[config.mk]
export PLATFORM = sky130hd
export DESIGN_NAME = ldDepPredictor
export DESIGN_NICKNAME = d
export VERILOG_FILES = /design/src/rtl/ldpPkg.sv /design/src/rtl/ldpCtrl.sv /design/src/rtl/ldpTable.sv /design/src/rtl/ldDepPredictor.sv
export SDC_FILE = /design/constraint.sdc
export NUM_CORES = 2
export LEC_CHECK = 0
export BUFFER_PORTS_ARGS = -buffer_cell sky130_fd_sc_hd__buf_2
export CORE_MARGIN = 10
export CORE_UTILIZATION = 60
export CTS_CLUSTER_DIAMETER = 50
export CTS_CLUSTER_SIZE = 16
export DETAILED_ROUTE_END_ITERATION = 8
export MAX_ROUTING_LAYER = met4
export PLACE_DENSITY = 0.86
export SLEW_MARGIN = 10
export SYNTH_ARGS = -nofsm -noshare
export SYNTH_HDL_FRONTEND = slang
export SYNTH_SLANG_ARGS = --single-unit
[constraint.sdc]
create_clock -name clk -period 4.73 [get_ports clk]
set_input_delay 0.2365 -clock clk [delete_from_list [all_inputs] [get_ports clk]]
set_output_delay 0.2365 -clock clk [all_outputs]
set_load 0.02 [all_outputs]
[src/rtl/ldpPkg.sv]
package ldpPkg;

  // Strobes from the control side to the flag table.
  typedef struct packed {
    logic wipe;   // clear every flag this cycle
    logic setEn;  // raise the flag at the violation index
    logic rdEn;   // perform a lookup at the fetch index
  } tblStrobe_t;

endpackage

[src/rtl/ldpCtrl.sv]
module ldpCtrl
  import ldpPkg::*;
#(
  parameter int CNT_W = 16
) (
  input  logic             clk,
  input  logic             rstN,
  input  logic [CNT_W-1:0] clrInterval,
  input  logic             violValid,
  input  logic             fetchValid,
  input  logic             issueLdWait,
  input  logic             olderStorePending,
  output tblStrobe_t       strobe,
  output logic             issueHold
);

  localparam int EXT_W = CNT_W + 1;

  logic [CNT_W-1:0] cycCnt;
  logic [EXT_W-1:0] cntNext;
  logic             wipeDue;

  // Cycles elapsed since reset or since the last wipe.
  assign cntNext = {1'b0, cycCnt} + EXT_W'(1);
  assign wipeDue = (clrInterval != '0) && (cntNext >= {1'b0, clrInterval});

  always_ff @(posedge clk or negedge rstN) begin
    if (!rstN)        cycCnt <= '0;
    else if (wipeDue) cycCnt <= '0;
    else              cycCnt <= cycCnt + CNT_W'(1);
  end

  // A wipe overrides any set in the same cycle.
  always_comb begin
    strobe.wipe  = wipeDue;
    strobe.setEn = violValid && !wipeDue;
    strobe.rdEn  = fetchValid;
  end

  // Flagged loads wait for all older stores to drain.
  assign issueHold = issueLdWait && olderStorePending;

endmodule

[src/rtl/ldpTable.sv]
module ldpTable
  import ldpPkg::*;
#(
  parameter int PC_W  = 32,
  parameter int IDX_W = 10,
  parameter int OFS_W = 2
) (
  input  logic            clk,
  input  logic            rstN,
  input  tblStrobe_t      strobe,
  input  logic [PC_W-1:0] violPc,
  input  logic [PC_W-1:0] fetchPc,
  output logic            predValid,
  output logic            predWait
);

  localparam int ENTRIES = 1 << IDX_W;

  logic [ENTRIES-1:0] waitBits;
  logic [IDX_W-1:0]   setIdx;
  logic [IDX_W-1:0]   rdIdx;
  logic               rdBit;
  logic               unusedPcBits;

  assign setIdx       = violPc[OFS_W +: IDX_W];
  assign rdIdx        = fetchPc[OFS_W +: IDX_W];
  assign unusedPcBits = ^{violPc, fetchPc};

  // One flop per flag: set-only, wiped in bulk.
  for (genvar e = 0; e < ENTRIES; e++) begin : gFlag
    always_ff @(posedge clk or negedge rstN) begin
      if (!rstN)
        waitBits[e] <= 1'b0;
      else if (strobe.wipe)
        waitBits[e] <= 1'b0;
      else if (strobe.setEn && (setIdx == IDX_W'(e)))
        waitBits[e] <= 1'b1;
    end
  end

  // A lookup sees the value the flag holds after this cycle's update.
  always_comb begin
    if (strobe.wipe)
      rdBit = 1'b0;
    else if (strobe.setEn && (setIdx == rdIdx))
      rdBit = 1'b1;
    else
      rdBit = waitBits[rdIdx];
  end

  always_ff @(posedge clk or negedge rstN) begin
    if (!rstN) begin
      predValid <= 1'b0;
      predWait  <= 1'b0;
    end else begin
      predValid <= strobe.rdEn;
      predWait  <= strobe.rdEn && rdBit;
    end
  end

endmodule

[src/rtl/ldDepPredictor.sv]
module ldDepPredictor
  import ldpPkg::*;
#(
  parameter int PC_W  = 32,
  parameter int IDX_W = 10,
  parameter int OFS_W = 2,
  parameter int CNT_W = 16
) (
  input  logic             clk,
  input  logic             rstN,
  input  logic [CNT_W-1:0] clrInterval,
  input  logic             violValid,
  input  logic [PC_W-1:0]  violPc,
  input  logic             fetchValid,
  input  logic [PC_W-1:0]  fetchPc,
  output logic             predValid,
  output logic             predWait,
  input  logic             issueLdWait,
  input  logic             olderStorePending,
  output logic             issueHold
);

  tblStrobe_t strobe;

  ldpCtrl #(.CNT_W(CNT_W)) uCtrl (
    .clk               (clk),
    .rstN              (rstN),
    .clrInterval       (clrInterval),
    .violValid         (violValid),
    .fetchValid        (fetchValid),
    .issueLdWait       (issueLdWait),
    .olderStorePending (olderStorePending),
    .strobe            (strobe),
    .issueHold         (issueHold)
  );

  ldpTable #(.PC_W(PC_W), .IDX_W(IDX_W), .OFS_W(OFS_W)) uTable (
    .clk       (clk),
    .rstN      (rstN),
    .strobe    (strobe),
    .violPc    (violPc),
    .fetchPc   (fetchPc),
    .predValid (predValid),
    .predWait  (predWait)
  );

endmodule

## After elaboration in Yosys (flattened, before gate mapping)

Index checks and enable logic that the tools add are counted.

| cells by class | value |
|---|---|
| add/sub/neg operators | 2 |
| $mul | 0 |
| divide/modulo/power cells | 0 |
| $lt $le $gt $ge | 2 |
| equality and inequality tests | 1024 |
| shift operators | 0 |
| multiplexer cells | 2053 |
| bitwise gates (word level) | 0 |
| reductions and logical operators | 2056 |

Operators with widths:

| operator | number |
|---|---|
| 10-bit equality test (second input constant) | 512 |
| 10-bit by 9-bit equality test with 1-bit output (second input constant) | 256 |
| 1-bit two-way mux | 2051 |
| 2-bit nonzero test | 1024 |
| 10-bit by 8-bit equality test with 1-bit output (second input constant) | 128 |
| 1-bit logical AND | 1029 |
| 10-bit by 7-bit equality test with 1-bit output (second input constant) | 64 |
| 10-bit by 6-bit equality test with 1-bit output (second input constant) | 32 |
| 10-bit by 5-bit equality test with 1-bit output (second input constant) | 16 |
| 10-bit by 4-bit equality test with 1-bit output (second input constant) | 8 |
| 10-bit by 3-bit equality test with 1-bit output (second input constant) | 4 |
| 10-bit by 2-bit equality test with 1-bit output (second input constant) | 2 |
| 16-bit by 1-bit adder with 17-bit output (second input constant) | 1 |
| 17-bit by 16-bit greater-or-equal comparator with 1-bit output | 1 |
| 16-bit by 1-bit adder with 16-bit output (second input constant) | 1 |
| 16-bit two-way mux | 1 |
| 16-bit nonzero test | 1 |
| 10-bit by 11-bit less-than comparator with 1-bit output (second input constant) | 1 |
| 1-bit binary-select mux with 10-bit select | 1 |
| 10-bit by 1-bit equality test with 1-bit output (second input constant) | 1 |
| 10-bit equality test | 1 |
| 10-bit zero test | 1 |
| 1-bit zero test | 1 |

| word-level totals | value |
|---|---|
| register bits | 1042 |
| bits in latches | 0 |
| RAM bits | 0 |
| bits in read-only memories | 0 |
| input port bits | 86 |
| output and inout bits | 3 |
| logic and storage cells | 6164 |
| memories | 0 |

## Longest topological paths before layout

| logic depth | value |
|---|---|
| depth in word-level cells | 9 |
| mapped depth | 19 |
| gate-level depth less buffers | 14 |

## Modules after synthesis

From an unflattened synthesis, not the netlist that was laid out.

| second synthesis, totals | value |
|---|---|
| cells, all modules | 4457 |
| area, all modules | 46594.7 um^2 |

Modules (own cells, without submodules):

| module | times used | cells each | area each (um^2) | seq. area each (um^2) |
|---|---|---|---|---|
| ldpTable | 1 | 4319 | 45213.4 | 25674.6 |
| ldpCtrl | 1 | 138 | 1381.3 | 400.4 |

## Least setup slack after synthesis

Ideal clock, no wire load.

| timing | value |
|---|---|
| path kind | register -> register |
| start | register uCtrl.cycCnt[0] |
| end | register uTable.waitBits[108] |
| setup time | 0.072 ns |
| arrival time | 3.613 ns |
| slack | 1.045 ns |
| cell stages (with the launch flop) | 18 |
| path buffers | 4 |
| clock period less this slack | 3.685 ns |
| path through | dfrtp_1 -> ha_1 -> nand2_1 -> nor2_1 -> nand3_1 -> nor3_1 -> and3_1 -> xor2_1 -> ha_1 -> a211oi_1 -> nand2_1 -> a2111oi_2 -> o31ai_1 -> clkbuf_1 -> buf_2 -> buf_2 -> buf_2 -> nor2_1 |

| on the way | value |
|---|---|
| word-level cells in the longest chain between the ends | 7 |

RTL lines:

| what | RTL line | text |
|---|---|---|
| start, declared | ldpCtrl.sv:19 | `logic [CNT_W-1:0] cycCnt;` |
| start signal, assigned | ldpCtrl.sv:30 | `else cycCnt <= cycCnt + CNT_W'(1);` |
| 16-bit by 1-bit adder with 17-bit output * | ldpCtrl.sv:24 | `assign cntNext = {1'b0, cycCnt} + EXT_W'(1);` |
| 17-bit by 16-bit greater-or-equal comparator with 1-bit output * | ldpCtrl.sv:25 | `assign wipeDue = (clrInterval != '0) && (cntNext >= {1'b0, clrInterval});` |
| 1-bit logical AND * | ldpCtrl.sv:25 |  |
| 1-bit zero test | ldpCtrl.sv:36 | `strobe.setEn = violValid && !wipeDue;` |
| 1-bit logical AND | ldpCtrl.sv:36 |  |
| 1-bit logical AND | ldpTable.sv:36 | `else if (strobe.setEn && (setIdx == IDX_W'(e)))` |
| 2-bit nonzero test (no source line) | - |  |
| end signal, assigned by index | ldpTable.sv:33 | `waitBits[e] <= 1'b0;` |
| end signal, assigned by index | ldpTable.sv:35 | `waitBits[e] <= 1'b0;` |
| end signal, assigned by index | ldpTable.sv:37 | `waitBits[e] <= 1'b1;` |
| end, declared | ldpTable.sv:19 | `logic [ENTRIES-1:0] waitBits;` |

Every way passes the cells marked *; elsewhere a longest branch is shown, timed or not.
A chain may end at the register's enable or synchronous reset.

## Worst setup path after layout

| timing | value |
|---|---|
| start | register uCtrl.cycCnt[0] |
| end | register uTable.waitBits[921] |

The elaborated chain is that of the path after synthesis.

==> impl_metrics.env <==
export IMPL_cap_viol_max_count=0
export IMPL_place_ws_ns=0.5648
export IMPL_end_kind="flop"
export IMPL_synth_compound_area_share_pct=14.33
export IMPL_io_buffers=44
export IMPL_drtIter0Drc=6185
export IMPL_powerDensity_nw_per_um2=366.9
export IMPL_fillers=5208
export IMPL_drive_above_1_share_pct=12.45
export IMPL_ir_worst_vdd_v=0.0003917
export IMPL_tritoncts="done"
export IMPL_tightest_slew_ns=1.298
export IMPL_core_sq_um=77720
export IMPL_crit_required_ns=5.28
export IMPL_final_nets=4501
export IMPL_dp_hpwl_um=83740
export IMPL_cts_root_buf="clkbuf_16"
export IMPL_slowest_stage="or2_0"
export IMPL_initial_utilization_pct=60.68
export IMPL_post_dp_cell_area_sq_um=48090
export IMPL_cts_sinks=1042
export IMPL_relSlewSlack_pct=13.12
export IMPL_cp_buffers_inverters=3
export IMPL_grt_pass1_vias=37640
export IMPL_grt_pass1_wl_um=217600
export IMPL_post_cts_buffers=0
export IMPL_clock_latency_ns=0.70
export IMPL_setup_ws_ns=0.4745
export IMPL_fin_cells=5524
export IMPL_dieArea_sq_um=90210
export IMPL_avgViaCountPerCell=6.958
export IMPL_yosys_warnings=0
export IMPL_core_rowCount=102
export IMPL_cp_common_cell="buf_12"
export IMPL_hold_slack_ns=0.1038
export IMPL_fin_crit_sh_pct=89.97
export IMPL_final_max_slew_viol_count=0
export IMPL_synthCells=4512
export IMPL_async_reset_ff_share_pct=100.0
export IMPL_stdcell_area_sq_um=51360
export IMPL_synth_adder_area_share_pct=0.4510
export IMPL_yosys_mux_area_fraction_pct=12.82
export IMPL_drc=0
export IMPL_routed_wirelength_um=140100
export IMPL_worst_setup_path_type="flop to flop"
export IMPL_cp_start_kind="flop"
export IMPL_hold_viol_final=0
export IMPL_min_period_ns=4.256
export IMPL_synth_cell_types=75
export IMPL_synth_seq_cells=1042
export IMPL_wl_per_cell_um=25.37
export IMPL_place_inst=5338
export IMPL_antenna_found_initial=11
export IMPL_fin_skew_ns=0.02471
export IMPL_seq_area_sq_um=26080
export IMPL_fin_setup_tns_ns=0
export IMPL_grt_ovfl_total=0
export IMPL_slowest_delay_ns=0.43
export IMPL_grt_start_max_net_pins=157
export IMPL_fmax_ghz=0.2350
export IMPL_cp_top_family="simple AND/OR/NAND/NOR gates"
export IMPL_synth_nets=4615
export IMPL_status="complete, no violations"
export IMPL_clk_pin_slew_ns=0.06
export IMPL_hold_path_class="primary input to flop"
export IMPL_path_cells="ha_1 -> nand2_1 -> nor2_1 -> nand3_1 -> nor3_1 -> and3_1 -> xor2_1 -> ha_1 -> nand4_1 -> nor4_1 -> a311oi_1 -> or2_0 -> o31ai_4 -> buf_12 -> buf_12 -> buf_12 -> nor2_1"
export IMPL_grt_setup_unrepaired="false"
export IMPL_syn_to_final_growth_pct=8.906
export IMPL_postRouteAntennaNets=0
export IMPL_synth_simple_gate_area_share_pct=12.30
export IMPL_htreeDepth=3
export IMPL_io_pins=89
export IMPL_worstPathArrival_ns=4.80
export IMPL_globalplace_congestion=0.9479
export IMPL_multi_input_area_sq_um=19110
export IMPL_drt_pass1_iterations=8
export IMPL_setup_violations=0
export IMPL_seq_area_frac_synth_pct=55.29
export IMPL_synth_top_family_by_area="compound AO/OA/AOI/OAI gates"
export IMPL_via_count=38440
export IMPL_cts_buffers_inserted=96
export IMPL_track_usage_pct=31.57
export IMPL_die_w_um=300.4
export IMPL_synth_xor_area_share_pct=0.4457
export IMPL_die_y_um=300.4
export IMPL_mappedNetlistArea_sq_um=47160
export IMPL_critical_path_max_fanout=66
export IMPL_leakagePower_uw=0.02477
export IMPL_cts_max_path_buffers=3
export IMPL_ys_flop_type="dfrtp_1"
export IMPL_syn_area_per_cell_sq_um=10.45
export IMPL_synth_edf_count=0
## tightest hold or removal path, delay by kind of cell
kind                   cells  cell delay (ns)
AOI/OAI and AO/OA          1             0.15
buffers and inverters      1             0.17
and+or+nand+nor            2             0.20
## cells by family (layout without fill, tap and decap cells)
family,count (synthesis),after routing
AO/OA/AOI/OAI,1236,1236
XOR/XNOR,24,24
adder cells (fa/ha/maj),17,17
buffers and inverters,395,349
flip-flops,1042,1042
multiplexers,325,325
other,0,18
AND/OR/NAND/NOR,1473,1473
## metal layers
metal  wire length, um  vias up  global-route usage, %
li1                  -    15600                      -
met3             19210      723                  10.49
met1             49420    19080                  39.51
met4              9222        0                  17.80
met5                 0        -                      -
met2             62260     3032                  44.92
## cells in the mapped netlist (all sizes together), types with 6 or more instances
cell    count  area share, %
inv        23           0.18
and3        8           0.11
dfrtp    1042             55
nand2      42           0.33
nand4      15           0.20
xnor2      18           0.33
o211ai      6           0.11
nor2b      17           0.23
o311a      14           0.30
a22o       12           0.23
o21ai      28           0.30
nand3      42           0.45
nor2     1306             10
buf       155            2.3
a22oi      46           0.73
nor3        9          0.096
a31oi       8           0.11
mux4      220             11
ha         17           0.45
mux2i     102            2.2
xor2        6           0.11
clkbuf    215            1.8
nand2b      8           0.11
a221oi     40           0.77
nor4       11           0.16
a21oi    1049             11
## report_power, final
part | internal [uW] | switching [uW]
Combinational | 509 | 1040
Clock | 4190 | 3760
Sequential | 9170 | 173
Total | 13900 | 4970
## registers in the layout (all words and copies together), names as in the netlist
signal / flops
uCtrl.cycCnt: 16
uTable.predWait: 1
uTable.waitBits: 1024
uTable.predValid: 1
## final timing paths
kind | start | end | slack, ns | cells after the start
worst max-delay path | uCtrl.cycCnt[0] | uTable.waitBits[921] | 0.47 | 17
worst min-delay path | violPc[11] | uTable.waitBits[178] | 0.10 | 4
worst max register to register | uCtrl.cycCnt[0] | uTable.waitBits[921] | 0.47 | 17
worst min register to register | uCtrl.cycCnt[0] | uCtrl.cycCnt[0] | 0.49 | 1
max in group asynchronous | rstN | uTable.waitBits[607] | 3.12 | 3
min in group asynchronous | rstN | uTable.waitBits[668] | 0.22 | 2
## metrics by stage
step	utilization [%]	power [uW]
6_report	66.08	18840
3_5_place_dp	61.88	10980
5_1_grt	66.07	19300
4_1_cts	66.02	18790
2_1_floorplan	-	10390
3_3_place_gp	61.88	10920
## final cells by class
class                   count  share of cell area, %
inverters                  24                 0.1754
clock buffers             107                  4.836
flip-flops and latches   1042                  50.77
diodes                     18                0.08770
clock inverters            59                  1.386
well taps                1040                  2.534
repair buffers            159                  3.006
multi-input cells        3075                  37.21
## repair_timing
action / CTS / global route
hold buffers: 2 / 0
gates resized for setup: 0 / 0
endpoints found under the hold margin: 90 / 0
## placed cells by master, fill, tap and decap left out, drive strengths merged, types with 43 or more instances in the layout
master	n
nor2	1306
a21oi	1049
dfrtp	1042
mux4	220
buf	157
clkbuf	107
mux2i	102
a22oi	46
inv	43
Note: power is estimated with default switching activity, not from simulation.
